### config.mk
export PLATFORM = sky130hd
export DESIGN_NAME = bcd_stopwatch
export DESIGN_NICKNAME = d
export VERILOG_FILES = /design/src/rtl/bsw_pkg.sv /design/src/rtl/bsw_divider.sv /design/src/rtl/bsw_digit.sv /design/src/rtl/bsw_irq.sv /design/src/rtl/bsw_regs.sv /design/src/rtl/bcd_stopwatch.sv
export SDC_FILE = /design/constraint.sdc
export NUM_CORES = 1
export LEC_CHECK = 0
export BUFFER_PORTS_ARGS = -buffer_cell sky130_fd_sc_hd__buf_4
export CAP_MARGIN = 20
export CORE_ASPECT_RATIO = 2
export CORE_MARGIN = 1
export CORE_UTILIZATION = 45
export CTS_CLUSTER_DIAMETER = 40
export DETAILED_ROUTE_END_ITERATION = 10
export MAX_ROUTING_LAYER = met4
export PLACE_DENSITY_LB_ADDON = 0.2
export SETUP_SLACK_MARGIN = 0.1
export SYNTH_ARGS = -nofsm -noshare
export SYNTH_HDL_FRONTEND = slang
export SYNTH_SLANG_ARGS = --single-unit
### constraint.sdc
create_clock -name clk_i -period 6.55 [get_ports clk_i]
set_clock_uncertainty 0.1 [all_clocks]
set_input_delay 1.31 -clock clk_i [delete_from_list [all_inputs] [get_ports clk_i]]
set_output_delay 1.31 -clock clk_i [all_outputs]
set_load 0.005 [all_outputs]
### src/rtl/bsw_pkg.sv
package bsw_pkg;
  localparam int DIG_W   = 4;
  localparam int N_DIG   = 2;
  localparam int N_SRC   = N_DIG + 1;
  localparam logic [DIG_W-1:0] DIG_MAX = 4'd9;

  typedef logic [DIG_W-1:0] digit_t;

  typedef enum logic [1:0] {
    A_CTRL  = 2'd0,
    A_COUNT = 2'd1,
    A_IEN   = 2'd2,
    A_IFLG  = 2'd3
  } addr_e;

  localparam int CTRL_RUN = 0;
  localparam int CTRL_CLR = 1;

  // six of ten tenth-periods get one extra strobe, spread over the second
  function automatic logic long_tenth(digit_t t);
    logic [7:0] p;
    p = 8'(t) * 8'd6;
    return (p % 8'd10) < 8'd6;
  endfunction
endpackage

### src/rtl/bsw_divider.sv
module bsw_divider
  import bsw_pkg::*;
#(
  parameter int SHORT_LEN = 2,
  parameter int LONG_LEN  = 3
) (
  input  logic   clk_i,
  input  logic   rst_ni,
  input  logic   clr_i,
  input  logic   run_i,
  input  logic   tick_i,
  input  digit_t lsd_i,
  input  digit_t msd_i,
  output logic   step_o
);
  localparam int CNT_W = $clog2(LONG_LEN);

  logic [CNT_W-1:0] cnt_q;
  logic             long_step;
  logic             last;

  always_comb begin
    long_step = !lsd_i[0] || (lsd_i == DIG_MAX && long_tenth(msd_i));
    last      = (cnt_q == (long_step ? CNT_W'(LONG_LEN - 1) : CNT_W'(SHORT_LEN - 1)));
  end

  assign step_o = tick_i && run_i && !clr_i && last;

  always_ff @(posedge clk_i or negedge rst_ni) begin
    if (!rst_ni)               cnt_q <= '0;
    else if (clr_i)            cnt_q <= '0;
    else if (tick_i && run_i)  cnt_q <= last ? '0 : cnt_q + CNT_W'(1);
  end
endmodule

### src/rtl/bsw_digit.sv
module bsw_digit
  import bsw_pkg::*;
(
  input  logic   clk_i,
  input  logic   rst_ni,
  input  logic   clr_i,
  input  logic   inc_i,
  output digit_t val_o,
  output logic   carry_o
);
  digit_t val_q;

  assign carry_o = inc_i && (val_q == DIG_MAX);
  assign val_o   = val_q;

  always_ff @(posedge clk_i or negedge rst_ni) begin
    if (!rst_ni)     val_q <= '0;
    else if (clr_i)  val_q <= '0;
    else if (inc_i)  val_q <= carry_o ? '0 : val_q + DIG_W'(1);
  end
endmodule

### src/rtl/bsw_irq.sv
module bsw_irq
  import bsw_pkg::*;
(
  input  logic             clk_i,
  input  logic             rst_ni,
  input  logic [N_SRC-1:0] ev_i,
  input  logic [N_SRC-1:0] ack_i,
  input  logic [N_SRC-1:0] en_i,
  output logic [N_SRC-1:0] flags_o,
  output logic             irq_o
);
  logic [N_SRC-1:0] flg_q;

  // set wins over a same-cycle acknowledge
  always_ff @(posedge clk_i or negedge rst_ni) begin
    if (!rst_ni) flg_q <= '0;
    else         flg_q <= (flg_q & ~ack_i) | ev_i;
  end

  assign flags_o = flg_q;
  assign irq_o   = |(flg_q & en_i);
endmodule

### src/rtl/bsw_regs.sv
module bsw_regs
  import bsw_pkg::*;
#(
  parameter int DATA_W = 8,
  parameter int ADDR_W = 2
) (
  input  logic                    clk_i,
  input  logic                    rst_ni,
  input  logic                    req_i,
  input  logic                    we_i,
  input  logic [ADDR_W-1:0]       addr_i,
  input  logic [DATA_W-1:0]       wdata_i,
  input  digit_t [N_DIG-1:0]      digits_i,
  input  logic [N_SRC-1:0]        flags_i,
  output logic [DATA_W-1:0]       rdata_o,
  output logic                    run_o,
  output logic                    clr_o,
  output logic [N_SRC-1:0]        en_o,
  output logic [N_SRC-1:0]        ack_o
);
  logic             wr;
  logic             run_q;
  logic [N_SRC-1:0] en_q;

  assign wr    = req_i && we_i;
  assign clr_o = wr && (addr_i == ADDR_W'(A_CTRL)) && wdata_i[CTRL_CLR];
  assign ack_o = (wr && (addr_i == ADDR_W'(A_IFLG))) ? wdata_i[N_SRC-1:0] : '0;

  always_ff @(posedge clk_i or negedge rst_ni) begin
    if (!rst_ni) begin
      run_q <= 1'b0;
      en_q  <= '0;
    end else if (wr) begin
      if (addr_i == ADDR_W'(A_CTRL)) run_q <= wdata_i[CTRL_RUN];
      if (addr_i == ADDR_W'(A_IEN))  en_q  <= wdata_i[N_SRC-1:0];
    end
  end

  always_comb begin
    rdata_o = '0;
    case (addr_i)
      ADDR_W'(A_CTRL):  rdata_o[CTRL_RUN] = run_q;
      ADDR_W'(A_COUNT): rdata_o = DATA_W'(digits_i);
      ADDR_W'(A_IEN):   rdata_o = DATA_W'(en_q);
      default:          rdata_o = DATA_W'(flags_i);
    endcase
  end

  assign run_o = run_q;
  assign en_o  = en_q;
endmodule

### src/rtl/bcd_stopwatch.sv
module bcd_stopwatch
  import bsw_pkg::*;
#(
  parameter int DATA_W = 8,
  parameter int ADDR_W = 2
) (
  input  logic              clk_i,
  input  logic              rst_ni,
  input  logic              tick_i,
  input  logic              req_i,
  input  logic              we_i,
  input  logic [ADDR_W-1:0] addr_i,
  input  logic [DATA_W-1:0] wdata_i,
  output logic [DATA_W-1:0] rdata_o,
  output logic              irq_o
);
  digit_t [N_DIG-1:0] digits;
  logic   [N_DIG:0]   carry;
  logic   [N_SRC-1:0] flags;
  logic   [N_SRC-1:0] en;
  logic   [N_SRC-1:0] ack;
  logic               run;
  logic               clr;

  bsw_regs #(.DATA_W(DATA_W), .ADDR_W(ADDR_W)) u_regs (
    .clk_i, .rst_ni, .req_i, .we_i, .addr_i, .wdata_i,
    .digits_i(digits), .flags_i(flags), .rdata_o,
    .run_o(run), .clr_o(clr), .en_o(en), .ack_o(ack)
  );

  bsw_divider u_div (
    .clk_i, .rst_ni, .clr_i(clr), .run_i(run), .tick_i,
    .lsd_i(digits[0]), .msd_i(digits[1]), .step_o(carry[0])
  );

  for (genvar i = 0; i < N_DIG; i++) begin : g_dig
    bsw_digit u_dig (
      .clk_i, .rst_ni, .clr_i(clr), .inc_i(carry[i]),
      .val_o(digits[i]), .carry_o(carry[i+1])
    );
  end

  bsw_irq u_irq (
    .clk_i, .rst_ni, .ev_i(carry), .ack_i(ack), .en_i(en),
    .flags_o(flags), .irq_o
  );
endmodule

======== Yosys cells after proc, flatten, opt, wreduce, memory -nomap -nowiden ========
Cells that the tools add are included.
word-level totals
  output and inout bits ................... 9
  register bits after elaboration ......... 17
  word-level logic and storage cells ...... 55
  input port bits ......................... 15
operators by class
  divide/modulo/power cells ............... 1
  add/sub/neg operators ................... 3
  reduce and logical (&&, ||, !) cells .... 20
  mux-type cells .......................... 13
  bitwise logic cells ..................... 4
  $lt $le $gt $ge ......................... 1
  equal/unequal tests ..................... 6
  multipliers ............................. 1
operators with widths
  cell                 number
  $mux 4               6
  $pmux 7 s3           1
  $logic_and 1x1->1    10
  $add 4x1->4 const B  2
  $eq 4x4->1 const B   2
  $lt 8x3->1 const B   1
  $mod 7x4->8 const B  1
  $mux 2               4
  $and 3x3->3          2
  $mul 4x2->6 const B  1
  $reduce_bool 2->1    3
  $eq 2x2->1 const B   2
  $reduce_and 2->1     2
  $mux 3               1
  $not 3->3            1
  $or 3x3->3           1
  $pmux 1 s3           1
  $reduce_or 3->1      1
  $add 2x1->2 const B  1
  $eq 2x1->1 const B   1
  $eq 2x2->1           1
  $logic_not 1->1      2
  $logic_not 2->1      1
  $logic_or 1x1->1     1

======== Longest topological paths before layout ========
Gate-level depths: netlist of the first run.
  depth in word-level cells ............... 13
  gate-level depth with buffers ........... 13
  depth with buffers taken out ............ 11

======== Hierarchy ========
A second synthesis of the first run with hierarchy kept.
unflattened totals
  cells, all modules ...................... 161
  area total of the unflattened synthesis .. 1,495.2 um2
modules (own cells, without submodules)
  module       area each (um2)  instances  cells an instance  seq. area each (um2)
  bsw_divider  581.8            1          72                 50.0
  bsw_digit    237.7            2          26                 100.1
  bsw_regs     315.3            1          26                 100.1
  bsw_irq      122.6            1          11                 75.1

======== Least setup slack after synthesis of the first run ========
Ideal clock, no wire load.
  path kind ............................... register -> register
  from .................................... reg g_dig[1].u_dig.val_q[1]
  to ...................................... reg g_dig[0].u_dig.val_q[1]
  arrival ................................. 3.340 ns
  slack ................................... 2.985 ns
  cell stages (with the launch flop) ...... 13
  setup time .............................. 0.125 ns
  period minus slack after synthesis ...... 3.565 ns
  buffers on the path ..................... 1
  data required time ...................... 6.325 ns
  cell sequence ........................... dfrtp_1 ha_1 fa_1 buf_2 or3_1 o31a_1 a21oi_1 a311oi_1 or4b_1 nand2_1 nand3_4 mux2_4 mux2_4
between the ends
  cells in the longest elaborated chain, start to end .. 12
  elaborated cells on any way between the ends .. 13
  those cells by class .................... 1 x mul; 1 x div; 1 x order compare; 1 x eq/ne; 4 x mux; 5 x reduce/logical
ends and longest elaborated chain
  what                      line               source
  start: declaration        bsw_digit.sv:11    digit_t val_q;
  start signal: assignment  bsw_digit.sv:19    else if (inc_i) val_q <= carry_o ? '0 : val_q + DIG_W'(1);
  $mul 4x2->6 (*)           bsw_pkg.sv:22      p = 8'(t) * 8'd6;
  $mod 7x4->8 (*)           bsw_pkg.sv:23      return (p % 8'd10) < 8'd6;
  $lt 8x3->1 (*)            bsw_pkg.sv:23
  $logic_and 1x1->1 (*)     bsw_divider.sv:23  long_step = !lsd_i[0] || (lsd_i == DIG_MAX && long_tenth(msd_i));
  $logic_or 1x1->1 (*)      bsw_divider.sv:23
  $mux 2 (*)                bsw_divider.sv:24  last = (cnt_q == (long_step ? CNT_W'(LONG_LEN - 1) : CNT_W'(SHORT_LEN - 1)));
  $eq 2x2->1 (*)            bsw_divider.sv:24
  $logic_and 1x1->1 (*)     bsw_divider.sv:27  assign step_o = tick_i && run_i && !clr_i && last;
  $logic_and 1x1->1         bsw_digit.sv:13    assign carry_o = inc_i && (val_q == DIG_MAX);
  $mux 4 (2 in a row)       bsw_digit.sv:19
  $mux 4                    bsw_digit.sv:18    else if (clr_i) val_q <= '0;
  end signal: assignment    bsw_digit.sv:19
  end: declaration          bsw_digit.sv:11
Mark *: on every way between the ends. The rest lies on a longest branch, timed or not. The select of a mux whose other input is x is not followed.
A chain may end at the register's enable or synchronous reset.

======== Final worst setup path of the first run ========
  from .................................... reg g_dig[1].u_dig.val_q[0]
  to ...................................... reg g_dig[0].u_dig.val_q[1]
The elaborated chain is that of the path after synthesis.

==> impl_metrics.env, run 1 <==
export IMPL_outcome="finished clean"
export IMPL_cp_slowest_cell="or4b_1"
export IMPL_synth_warnings=0
export IMPL_slew_headroom=0.612
export IMPL_clock_sinks=17
export IMPL_period_share=0.605
export IMPL_fp_dieH_um=89.4
export IMPL_layout_common_cells="24 x nand2_1, 18 x buf_4, 17 x dfrtp_1"
export IMPL_start_util=0.472
export IMPL_multiInputGateArea_um2=1210
export IMPL_final_area_um2=1920
export IMPL_avgSynthCellArea_um2=8.43
export IMPL_grt_overflow=0
export IMPL_cts_setup_buffers=0
export IMPL_cts_tree="built"
export IMPL_final_nets=242
export IMPL_grt_max_degree=18
export IMPL_irDropWorstVdd_mv=0.156
export IMPL_netlist_cell_type_count=56
export IMPL_wl_mm=4.27
export IMPL_drtPass1Iterations=4
export IMPL_maxSlewViolCount=0
export IMPL_syn_cell_area_um2=1720
export IMPL_max_stage_delay_ns=0.55
export IMPL_drt_iter0_drc=65
export IMPL_wl_per_cell_um=16.2
export IMPL_clkTransAtPathRegs_ns=0.07
export IMPL_dpl_hpwl_mm=3.47
export IMPL_tns_ns=0
export IMPL_io_buffers=18
export IMPL_rows=31
export IMPL_die_w_um=45.7
export IMPL_mostFrequentLayoutCell="nand2_1"
export IMPL_postRouteAntennaNets=0
export IMPL_hp_class="reg -> reg"
export IMPL_setup_worst_path_start_class="flip-flop"
export IMPL_switching_share=0.403
export IMPL_crit_fanout=11
export IMPL_synthArstFlopShare=1.00
export IMPL_grt_usage=0.242
export IMPL_cts_root_buf="clkbuf_8"
export IMPL_seq_area_um2=425
export IMPL_fin_ws_ns=2.59
export IMPL_leakagePower_nw=0.868
export IMPL_place_gp_congestion=0.820
export IMPL_clkLatencyLatePin_ns=0.25
export IMPL_cts_hold_buf=0
export IMPL_holdWs_ns=0.423
export IMPL_synth_flop_cell="dfrtp_1"
export IMPL_cp_required_ns=6.59
export IMPL_drcViolationCount=0
export IMPL_via_per_inst=6.04
export IMPL_fmax_mhz=252
export IMPL_die_area_um2=4090
export IMPL_area_growth_pct=11.3
export IMPL_worst_pin_slew_ns=0.580
export IMPL_cp_arrival_ns=4.00
export IMPL_power_total_mw=0.455
export IMPL_diodes=0
export IMPL_ys_ff_latch=17
export IMPL_grt_first_pass_wirelength_mm=7.11
export IMPL_synthCells=204
export IMPL_grt_pass1_vias=1600
export IMPL_powerDensity_nw_per_um2=238
export IMPL_postPlaceCellArea_um2=1870
export IMPL_end_kind="flip-flop"
export IMPL_combPwrFrac=0.460
export IMPL_intPower_mw=0.272
export IMPL_pre_cts_ws_ns=2.61
export IMPL_cts_repair_resized=0
export IMPL_cp_common_cell="mux2_4"
export IMPL_switching_power_mw=0.184
export IMPL_htree_levels=1
export IMPL_dp_cells=260
export IMPL_power_share_clock=0.174
export IMPL_rsz0062_at_grt="no"
export IMPL_antenna_found_initial=0
export IMPL_final_util=0.525
export IMPL_vias=1594
export IMPL_ys_seq_area_frac=0.247
export IMPL_min_period_ns=3.96
export IMPL_criticalPathCategory="reg -> reg"
export IMPL_design_core_area_um2=3650
export IMPL_setup_violations=0
export IMPL_clockBufferDepth=2
export IMPL_worstPathCellList="ha_1, fa_1, or3_1, o31a_1, a21oi_1, a311oi_1, or4b_1, nand2_1, nand3_4, mux2_4, mux2_4"
export IMPL_cap_violations=0
export IMPL_synth_edf_count=0
export IMPL_power_share_sequential=0.366
export IMPL_syn_nets=230
export IMPL_final_hold_viol_count=0
export IMPL_numCtsBuffers=3
export IMPL_layout_drive_gt1_share=0.191
export IMPL_io_pins=24
export IMPL_fillers=386
export IMPL_finalNonFillerCells=264
-- metal layers --
| layer | vias to the layer above | global-route usage | share of wire |
|---|---|---|---|
| met5 | - | - | 0 |
| met4 | 0 | 0.0856 | 0.017 |
| met3 | 8 | 0.0182 | 0.024 |
| met2 | 43 | 0.481 | 0.59 |
| met1 | 770 | 0.224 | 0.37 |
| li1 | 773 | - | - |
-- final timing paths --
kind	startpoint	end	depth (start not counted)	slack (ns)
min in group asynchronous	rst_ni	u_div.cnt_q[1]	1	0.81
hold reg to reg	u_irq.flags_o[1]	u_irq.flags_o[1]	2	0.42
hold / removal	u_irq.flags_o[1]	u_irq.flags_o[1]	2	0.42
max in group asynchronous	rst_ni	u_regs.en_o[0]	1	5.35
setup / recovery	g_dig[1].u_dig.val_o[0]	g_dig[0].u_dig.val_o[1]	11	2.59
setup reg to reg	g_dig[1].u_dig.val_o[0]	g_dig[0].u_dig.val_o[1]	11	2.59
-- cell usage after synthesis, types with 2 or more instances --
cell	number	area share
a21o_1	3	0.013
a21oi_1	9	0.026
a21oi_2	2	0.010
a22o_1	3	0.015
and2_1	8	0.029
and3_1	4	0.015
buf_2	5	0.015
clkbuf_1	5	0.011
dfrtp_1	17	0.25
ha_1	10	0.073
inv_1	9	0.020
mux2_1	3	0.020
mux2_2	8	0.052
mux2_4	2	0.017
mux2i_1	7	0.041
nand2_1	24	0.052
nand2b_1	2	0.0073
nand3_1	7	0.020
nand4_1	3	0.011
nor2_1	16	0.035
nor2b_1	3	0.011
nor3_1	7	0.020
nor3b_1	4	0.017
nor4_1	2	0.0073
o211ai_1	2	0.0087
o21ai_0	3	0.0087
o21ai_1	3	0.0087
o311ai_0	2	0.010
o32ai_1	2	0.010
or3_1	3	0.011
-- power by group through the flow --
| stage | Combinational, mW | Sequential [mW] | Clock (mW) |
|---|---|---|---|
| 2_1_floorplan | 0.164 | 0.154 | 0 |
| 3_3_place_gp | 0.200 | 0.165 | 0 |
| 3_5_place_dp | 0.210 | 0.168 | 0 |
| 4_1_cts | 0.210 | 0.167 | 0.0798 |
| 5_1_grt | 0.231 | 0.172 | 0.0848 |
| 6_report | 0.209 | 0.167 | 0.0792 |
-- cell type report --
class,count,share of cell area
Clock buffer,3,0.0216
Tap cell,49,0.0320
Sequential cell,17,0.222
Clock inverter,1,0.00261
Timing Repair Buffer,18,0.0705
Inverter,9,0.0176
Multi-Input combinational cell,167,0.634
-- cell families (layout without fill, tap and decap cells) --
family                     count (synthesis)  after routing  share of synthesized area
AOI/OAI and AO/OA                         46             46                      0.207
adders and majority gates                 11             11                     0.0844
buffers and inverters                     20             31                     0.0473
DFF                                       17             17                      0.247
muxes                                     21             21                      0.143
and+or+nand+nor                           89             89                      0.271
-- registers in the layout, summed over array words and instances, names as in the netlist --
register           flops
u_regs.run_o           1
u_regs.en_o            3
u_irq.flags_o          3
u_div.cnt_q            2
g_dig.u_dig.val_o      8
-- critical path: cells and delay by family (launching register included) --
kind / cells / cell delay (ns)
and+or+nand+nor: 4 / 1.23
adders and majority gates: 2 / 0.90
muxes: 2 / 0.68
DFF: 1 / 0.50
AOI/OAI and AO/OA: 3 / 0.44
No activity file was read; power rests on OpenSTA's default activity.
==> run 2: changes to the inputs <==
--- a/config.mk
+++ b/config.mk
@@ -5,6 +5,7 @@
 export SDC_FILE = /design/constraint.sdc
 export NUM_CORES = 1
 export LEC_CHECK = 0
+export ABC_AREA = 1
 export BUFFER_PORTS_ARGS = -buffer_cell sky130_fd_sc_hd__buf_4
 export CAP_MARGIN = 20
 export CORE_ASPECT_RATIO = 2
==> constraint.sdc (replaced) <==
create_clock -name clk_i -period 3.8 [get_ports clk_i]
set_clock_uncertainty 0.1 [all_clocks]
set_input_delay 0.76 -clock clk_i [delete_from_list [all_inputs] [get_ports clk_i]]
set_output_delay 0.76 -clock clk_i [all_outputs]
set_load 0.005 [all_outputs]
==> run 2 against run 1 <==
Via count is 8.5% lower. Routed wire length down 22%. Die area is 4.4% lower. Sequential cell count unchanged. Critical path depth up 10.
==> impl_metrics.env, run 2 <==
export IMPL_grt_max_degree=18
export IMPL_wl_mm=3.33
export IMPL_criticalPathCategory="reg -> reg"
export IMPL_tns_ns=0
export IMPL_syn_nets=254
export IMPL_place_gp_congestion=0.790
export IMPL_area_growth_pct=15.3
export IMPL_drt_iter0_drc=15
export IMPL_final_util=0.549
export IMPL_final_area_um2=1890
export IMPL_met2_usage=0.410
export IMPL_die_w_um=44.7
export IMPL_synth_edf_count=0
export IMPL_irDropWorstVdd_mv=0.299
export IMPL_numCtsBuffers=3
export IMPL_end_kind="flip-flop"
export IMPL_grt_met3_usage=0.0104
export IMPL_avgSynthCellArea_um2=7.21
export IMPL_reg2regPathDepth=21
export IMPL_via_per_inst=4.88
export IMPL_start_util=0.476
export IMPL_setup_violations=0
export IMPL_leakagePower_nw=1.05
export IMPL_postRouteAntennaNets=0
export IMPL_met1_usage=0.203
export IMPL_clock_sinks=17
export IMPL_cts_setup_buffers=0
export IMPL_period_share=0.833
export IMPL_wl_per_cell_um=11.1
export IMPL_io_buffers=18
export IMPL_mostFrequentLayoutCell="nand2_1"
export IMPL_cts_root_buf="clkbuf_8"
export IMPL_pre_cts_ws_ns=0.586
export IMPL_design_core_area_um2=3450
export IMPL_cts_repair_resized=0
export IMPL_timing_rr_start="g_dig[1].u_dig.val_o[1]"
export IMPL_grt_overflow=0
export IMPL_rows=30
export IMPL_final_nets=278
export IMPL_maxSlewViolCount=0
export IMPL_synthArstFlopShare=1.00
export IMPL_die_area_um2=3910
export IMPL_cts_hold_buf=0
export IMPL_hp_class="in -> async"
export IMPL_cts_tree="built"
export IMPL_yosys_area_share_adder=0.0883
export IMPL_powerDensity_nw_per_um2=310
export IMPL_fmax_mhz=316
export IMPL_antenna_found_initial=0
export IMPL_grt_usage=0.211
export IMPL_clkTransAtPathRegs_ns=0.06
export IMPL_min_period_ns=3.16
export IMPL_fin_ws_ns=0.635
export IMPL_synth_top_area_frac=0.259
export IMPL_cap_violations=0
export IMPL_crit_path_end="g_dig[1].u_dig.val_o[3]"
export IMPL_synth_top_area_cell="dfrtp_1"
export IMPL_clockBufferDepth=2
export IMPL_critPathLaunch="g_dig[1].u_dig.val_o[1]"
export IMPL_cp_required_ns=3.88
export IMPL_syn_cell_area_um2=1640
export IMPL_crit_fanout=6
export IMPL_layout_drive_gt1_share=0.227
export IMPL_dpl_hpwl_mm=2.86
export IMPL_largest_register_ffs=8
export IMPL_clkLatencyLatePin_ns=0.24
export IMPL_io_pins=24
export IMPL_outcome="finished clean"
export IMPL_holdWs_ns=0.270
export IMPL_vias=1459
export IMPL_yosysMostFrequentCell="nand2_1"
export IMPL_busiest_layer="met2"
export IMPL_htree_levels=1
export IMPL_drtPass1Iterations=4
export IMPL_layout_common_cells="60 x nand2_1, 34 x inv_1, 24 x nand3_1"
export IMPL_synth_compound_area_frac=0.0739
export IMPL_regToRegSetupSlack_ns=0.64
export IMPL_drcViolationCount=0
export IMPL_synthMuxAreaShare=0
export IMPL_final_hold_viol_count=0
export IMPL_synth_warnings=0
export IMPL_synth_top_family_by_area="simple AND/OR/NAND/NOR gates"
export IMPL_synth_flop_cell="dfrtp_1"
export IMPL_fp_dieH_um=87.5
export IMPL_r2r_end="g_dig[1].u_dig.val_o[3]"
export IMPL_grt_pass1_vias=1527
export IMPL_diodes=0
export IMPL_ys_top_cells_by_area="dfrtp_1 26%, nand2_1 14%, inv_1 7.8%, ha_1 7.6%, nand3_1 7.3%"
export IMPL_ys_seq_area_frac=0.259
export IMPL_cp_arrival_ns=3.25
export IMPL_setup_worst_path_start_class="flip-flop"
export IMPL_synthCells=228
export IMPL_ys_ff_latch=17
export IMPL_synth_xor_area_share=0.0267
export IMPL_grt_first_pass_wirelength_mm=6.12
export IMPL_slew_headroom=0.738
export IMPL_postPlaceCellArea_um2=1850
export IMPL_synth_commonest_cells="60 x nand2_1, 34 x inv_1, 24 x nand3_1"
export IMPL_rsz0062_at_grt="no"
export IMPL_netlist_cell_type_count=30
export IMPL_synthSimpleGateAreaFrac=0.457
export IMPL_worst_pin_slew_ns=0.393
==> run 2: worst min-delay path by stage <==
stage	start	to	slack, ns	cells after the start
after floorplan	rst_ni	g_dig[0].u_dig.val_o[0]	0.36	0
after global placement	u_regs.en_o[0]	u_regs.en_o[0]	0.41	2
after detailed placement	u_regs.en_o[0]	u_regs.en_o[0]	0.41	2
after CTS	rst_ni	g_dig[0].u_dig.val_o[1]	0.27	1
after global routing	rst_ni	g_dig[0].u_dig.val_o[1]	0.28	1
final	rst_ni	g_dig[0].u_dig.val_o[0]	0.27	1
==> run 2: layout make-up <==
| cell class | count | area, um2 |
|---|---|---|
| Multi-Input combinational cell | 170 | 1060 |
| Fill cell | 379 | 1560 |
| Tap cell | 48 | 60.1 |
| Clock buffer | 4 | 45.0 |
| Inverter | 40 | 153 |
| Timing Repair Buffer | 20 | 150 |
| Sequential cell | 17 | 425 |
==> run 2: per-layer routing <==
layer	vias to the layer above	share of wire
li1	771	-
met1	660	0.36
met2	22	0.61
met3	6	0.017
met4	0	0.019
met5	-	0
==> run 2: report_power, final <==
group / internal [mW] / total (mW) / switching, mW
combinational: 0.0803 / 0.190 / 0.110
clock: 0.0742 / 0.129 / 0.0549
sequential: 0.220 / 0.268 / 0.0481
total: 0.375 / 0.588 / 0.213
==> run 2: stage by stage <==
step / power (mW) / instances
6_report: 0.588 / 299
5_1_grt: 0.638 / 299
4_1_cts: 0.598 / 299
3_5_place_dp: 0.464 / 295
3_3_place_gp: 0.459 / 295
2_1_floorplan: 0.397 / 228
==> run 2: worst max-delay path, stage by stage, from the launching register on <==
cell,delay (ns)
dfrtp_1,0.45
ha_1,0.26
fa_1,0.45
inv_1,0.10
nand2_1,0.05
nand2_1,0.07
nor2_2,0.06
o211ai_4,0.24
inv_1,0.07
nor2_1,0.18
inv_1,0.14
nand3_4,0.10
nand2_1,0.05
nand2_1,0.05
nand2_1,0.06
nand3_2,0.08
nand2_1,0.06
nand2_2,0.12
nand3_4,0.13
nor2_4,0.15
nand3_1,0.09
nand2_1,0.06
==> run 2: logic make-up (layout without fill, tap and decap cells) <==
group                    after synthesis  after routing
flip-flops                            17             17
adder cells (fa/ha/maj)               11             11
AND/OR/NAND/NOR                      135            135
AO/OA/AOI/OAI                         19             19
XOR/XNOR                               5              5
buffers and inverters                 41             64
==> run 3: changes to the inputs <==
==> constraint.sdc (replaced) <==
create_clock -name clk_i -period 3.2 [get_ports clk_i]
set_clock_uncertainty 0.1 [all_clocks]
set_input_delay 0.64 -clock clk_i [delete_from_list [all_inputs] [get_ports clk_i]]
set_output_delay 0.64 -clock clk_i [all_outputs]
set_load 0.005 [all_outputs]
==> run 3 against run 2 <==
Combinational power increased by 32%. Routed wire length is 4.5% higher. Sequential power increased by 21%. Sequential share of layout area is 1.3 points lower. Clock-buffer cell count is the same. Critical path type unchanged. Critical endpoint is now g_dig[1].u_dig.val_o[1]. Highest routed layer unchanged.
==> impl_metrics.env, run 3 (synthesized netlist as in run 2, its figures left out) <==
export IMPL_setup_violations=0
export IMPL_fp_dieH_um=87.5
export IMPL_dpl_hpwl_mm=2.85
export IMPL_clockBufferDepth=2
export IMPL_rsz0062_at_grt="yes"
export IMPL_io_buffers=18
export IMPL_cts_root_buf="clkbuf_8"
export IMPL_diodes=0
export IMPL_grt_pass1_vias=1490
export IMPL_busiest_layer="met2"
export IMPL_crit_fanout=6
export IMPL_largest_register_ffs=8
export IMPL_drt_iter0_drc=20
export IMPL_outcome="finished clean"
export IMPL_place_gp_congestion=0.794
export IMPL_fillers=358
export IMPL_met1_usage=0.190
export IMPL_postRouteAntennaNets=0
export IMPL_drcViolationCount=0
export IMPL_via_per_inst=5.02
export IMPL_cpLargestDelayFamily="simple AND/OR/NAND/NOR gates"
export IMPL_max_stage_delay_ns=0.43
export IMPL_cp_slowest_cell="fa_2"
export IMPL_numCtsBuffers=3
export IMPL_design_core_area_um2=3450
export IMPL_vias=1521
export IMPL_rows=30
export IMPL_drtPass1Iterations=4
export IMPL_htree_levels=1
export IMPL_final_nets=282
export IMPL_die_area_um2=3910
export IMPL_final_area_um2=2010
export IMPL_grt_usage=0.208
export IMPL_min_period_ns=3.04
export IMPL_powerDensity_nw_per_um2=365
export IMPL_cp_required_ns=3.29
export IMPL_holdWs_ns=0.144
export IMPL_clkLatencyLatePin_ns=0.25
export IMPL_leakagePower_nw=1.05
export IMPL_worst_pin_slew_ns=0.495
export IMPL_cp_common_cell="nand3_4"
export IMPL_grt_met3_usage=0.0104
export IMPL_io_pins=24
export IMPL_met2_usage=0.414
export IMPL_grt_overflow=0
export IMPL_cts_tree="built"
export IMPL_layout_common_cells="57 x nand2_1, 32 x inv_1, 24 x buf_4"
export IMPL_period_share=0.951
export IMPL_wl_mm=3.48
export IMPL_worstPathCellList="ha_4, fa_2, inv_2, nand2_2, nand2_2, nor2_4, o211ai_4, nand2_4, nand2_8, nand3_4, nand2_4, nand3_4, nand2_1, inv_1, nor2_2, nand3_2, nand3_4, nand3_4, nor2_4, nand3_2, nand2_1"
export IMPL_timing_rr_start="g_dig[1].u_dig.val_o[1]"
export IMPL_cap_violations=0
export IMPL_setup_worst_path_start_class="flip-flop"
export IMPL_critPathBufInv=2
export IMPL_die_w_um=44.7
export IMPL_antenna_found_initial=0
export IMPL_hp_class="in -> async"
export IMPL_layout_drive_gt1_share=0.294
export IMPL_critPathLaunch="g_dig[1].u_dig.val_o[1]"
export IMPL_area_growth_pct=22.5
export IMPL_slew_headroom=0.670
export IMPL_final_hold_viol_count=0
export IMPL_cp_arrival_ns=3.13
export IMPL_clkTransAtPathRegs_ns=0.07
export IMPL_irDropWorstVdd_mv=0.324
export IMPL_fmax_mhz=329
export IMPL_maxSlewViolCount=0
export IMPL_grt_max_degree=18
export IMPL_end_kind="flip-flop"
export IMPL_mostFrequentLayoutCell="nand2_1"
export IMPL_grt_first_pass_wirelength_mm=5.98
export IMPL_criticalPathCategory="reg -> reg"
export IMPL_postPlaceCellArea_um2=1860
export IMPL_clock_sinks=17
export IMPL_start_util=0.476
export IMPL_cts_hold_buf=0
export IMPL_power_total_mw=0.735
export IMPL_wl_per_cell_um=11.5
==> run 3: cell count changes in the layout (fill, tap and decap cells not counted), moves of 2 or more <==
cell / previous run / this run
buf_4: 20 / 24
nand3_1: 24 / 20
nand2_1: 60 / 57
nand3_2: 4 / 7
inv_1: 34 / 32
nand2_2: 8 / 10
==> run 3: final timing paths <==
kind | end | slack (ns) | cells past startpoint
worst max register to register | g_dig[1].u_dig.val_o[1] | 0.16 | 21
min in group clk_i | u_regs.en_o[0] | 0.43 | 2
max in group asynchronous | g_dig[1].u_dig.val_o[2] | 2.64 | 1
worst max-delay path | g_dig[1].u_dig.val_o[1] | 0.16 | 21
worst min register to register | u_regs.en_o[0] | 0.43 | 2
worst min-delay path | g_dig[0].u_dig.val_o[1] | 0.14 | 1
==> run 3: repair_timing <==
item / in CTS / in global routing
gates resized for setup: 3 / 18
pin swaps: 0 / 10
setup endpoints to repair: 5 / 13
setup buffers: 0 / 3
==> run 3: layout make-up <==
type | count | area (um2) | share of cell area
inverters | 40 | 155 | 0.0771
clock buffers | 4 | 45.0 | 0.0224
repair buffers | 24 | 180 | 0.0896
flip-flops and latches | 17 | 427 | 0.212
well taps | 48 | 60.1 | 0.0299
multi-input cells | 170 | 1140 | 0.569
==> run 3: routing by layer <==
layer  routed length [um]  share of wire
met1                 1240           0.36
met2                 2100           0.60
met3                   66          0.019
met4                   67          0.019
met5                    0              0
==> run 3: stage by stage <==
step	utilization	worst slack (ns)	TNS [ns]	instances
2_1_floorplan	-	0.321	0	228
3_3_place_gp	0.538	0.0987	0	296
3_5_place_dp	0.538	0.0529	0	296
4_1_cts	0.555	0.133	0	300
5_1_grt	0.583	-0.0713	-0.442	303
6_report	0.583	0.157	0	303
==> run 3: report_power, final <==
part / internal, mW / total [mW] / switching, mW / leakage, nW
sequential: 0.261 / 0.324 / 0.0627 / 0.220
combinational: 0.108 / 0.250 / 0.143 / 0.807
clock: 0.0883 / 0.161 / 0.0726 / 0.0228
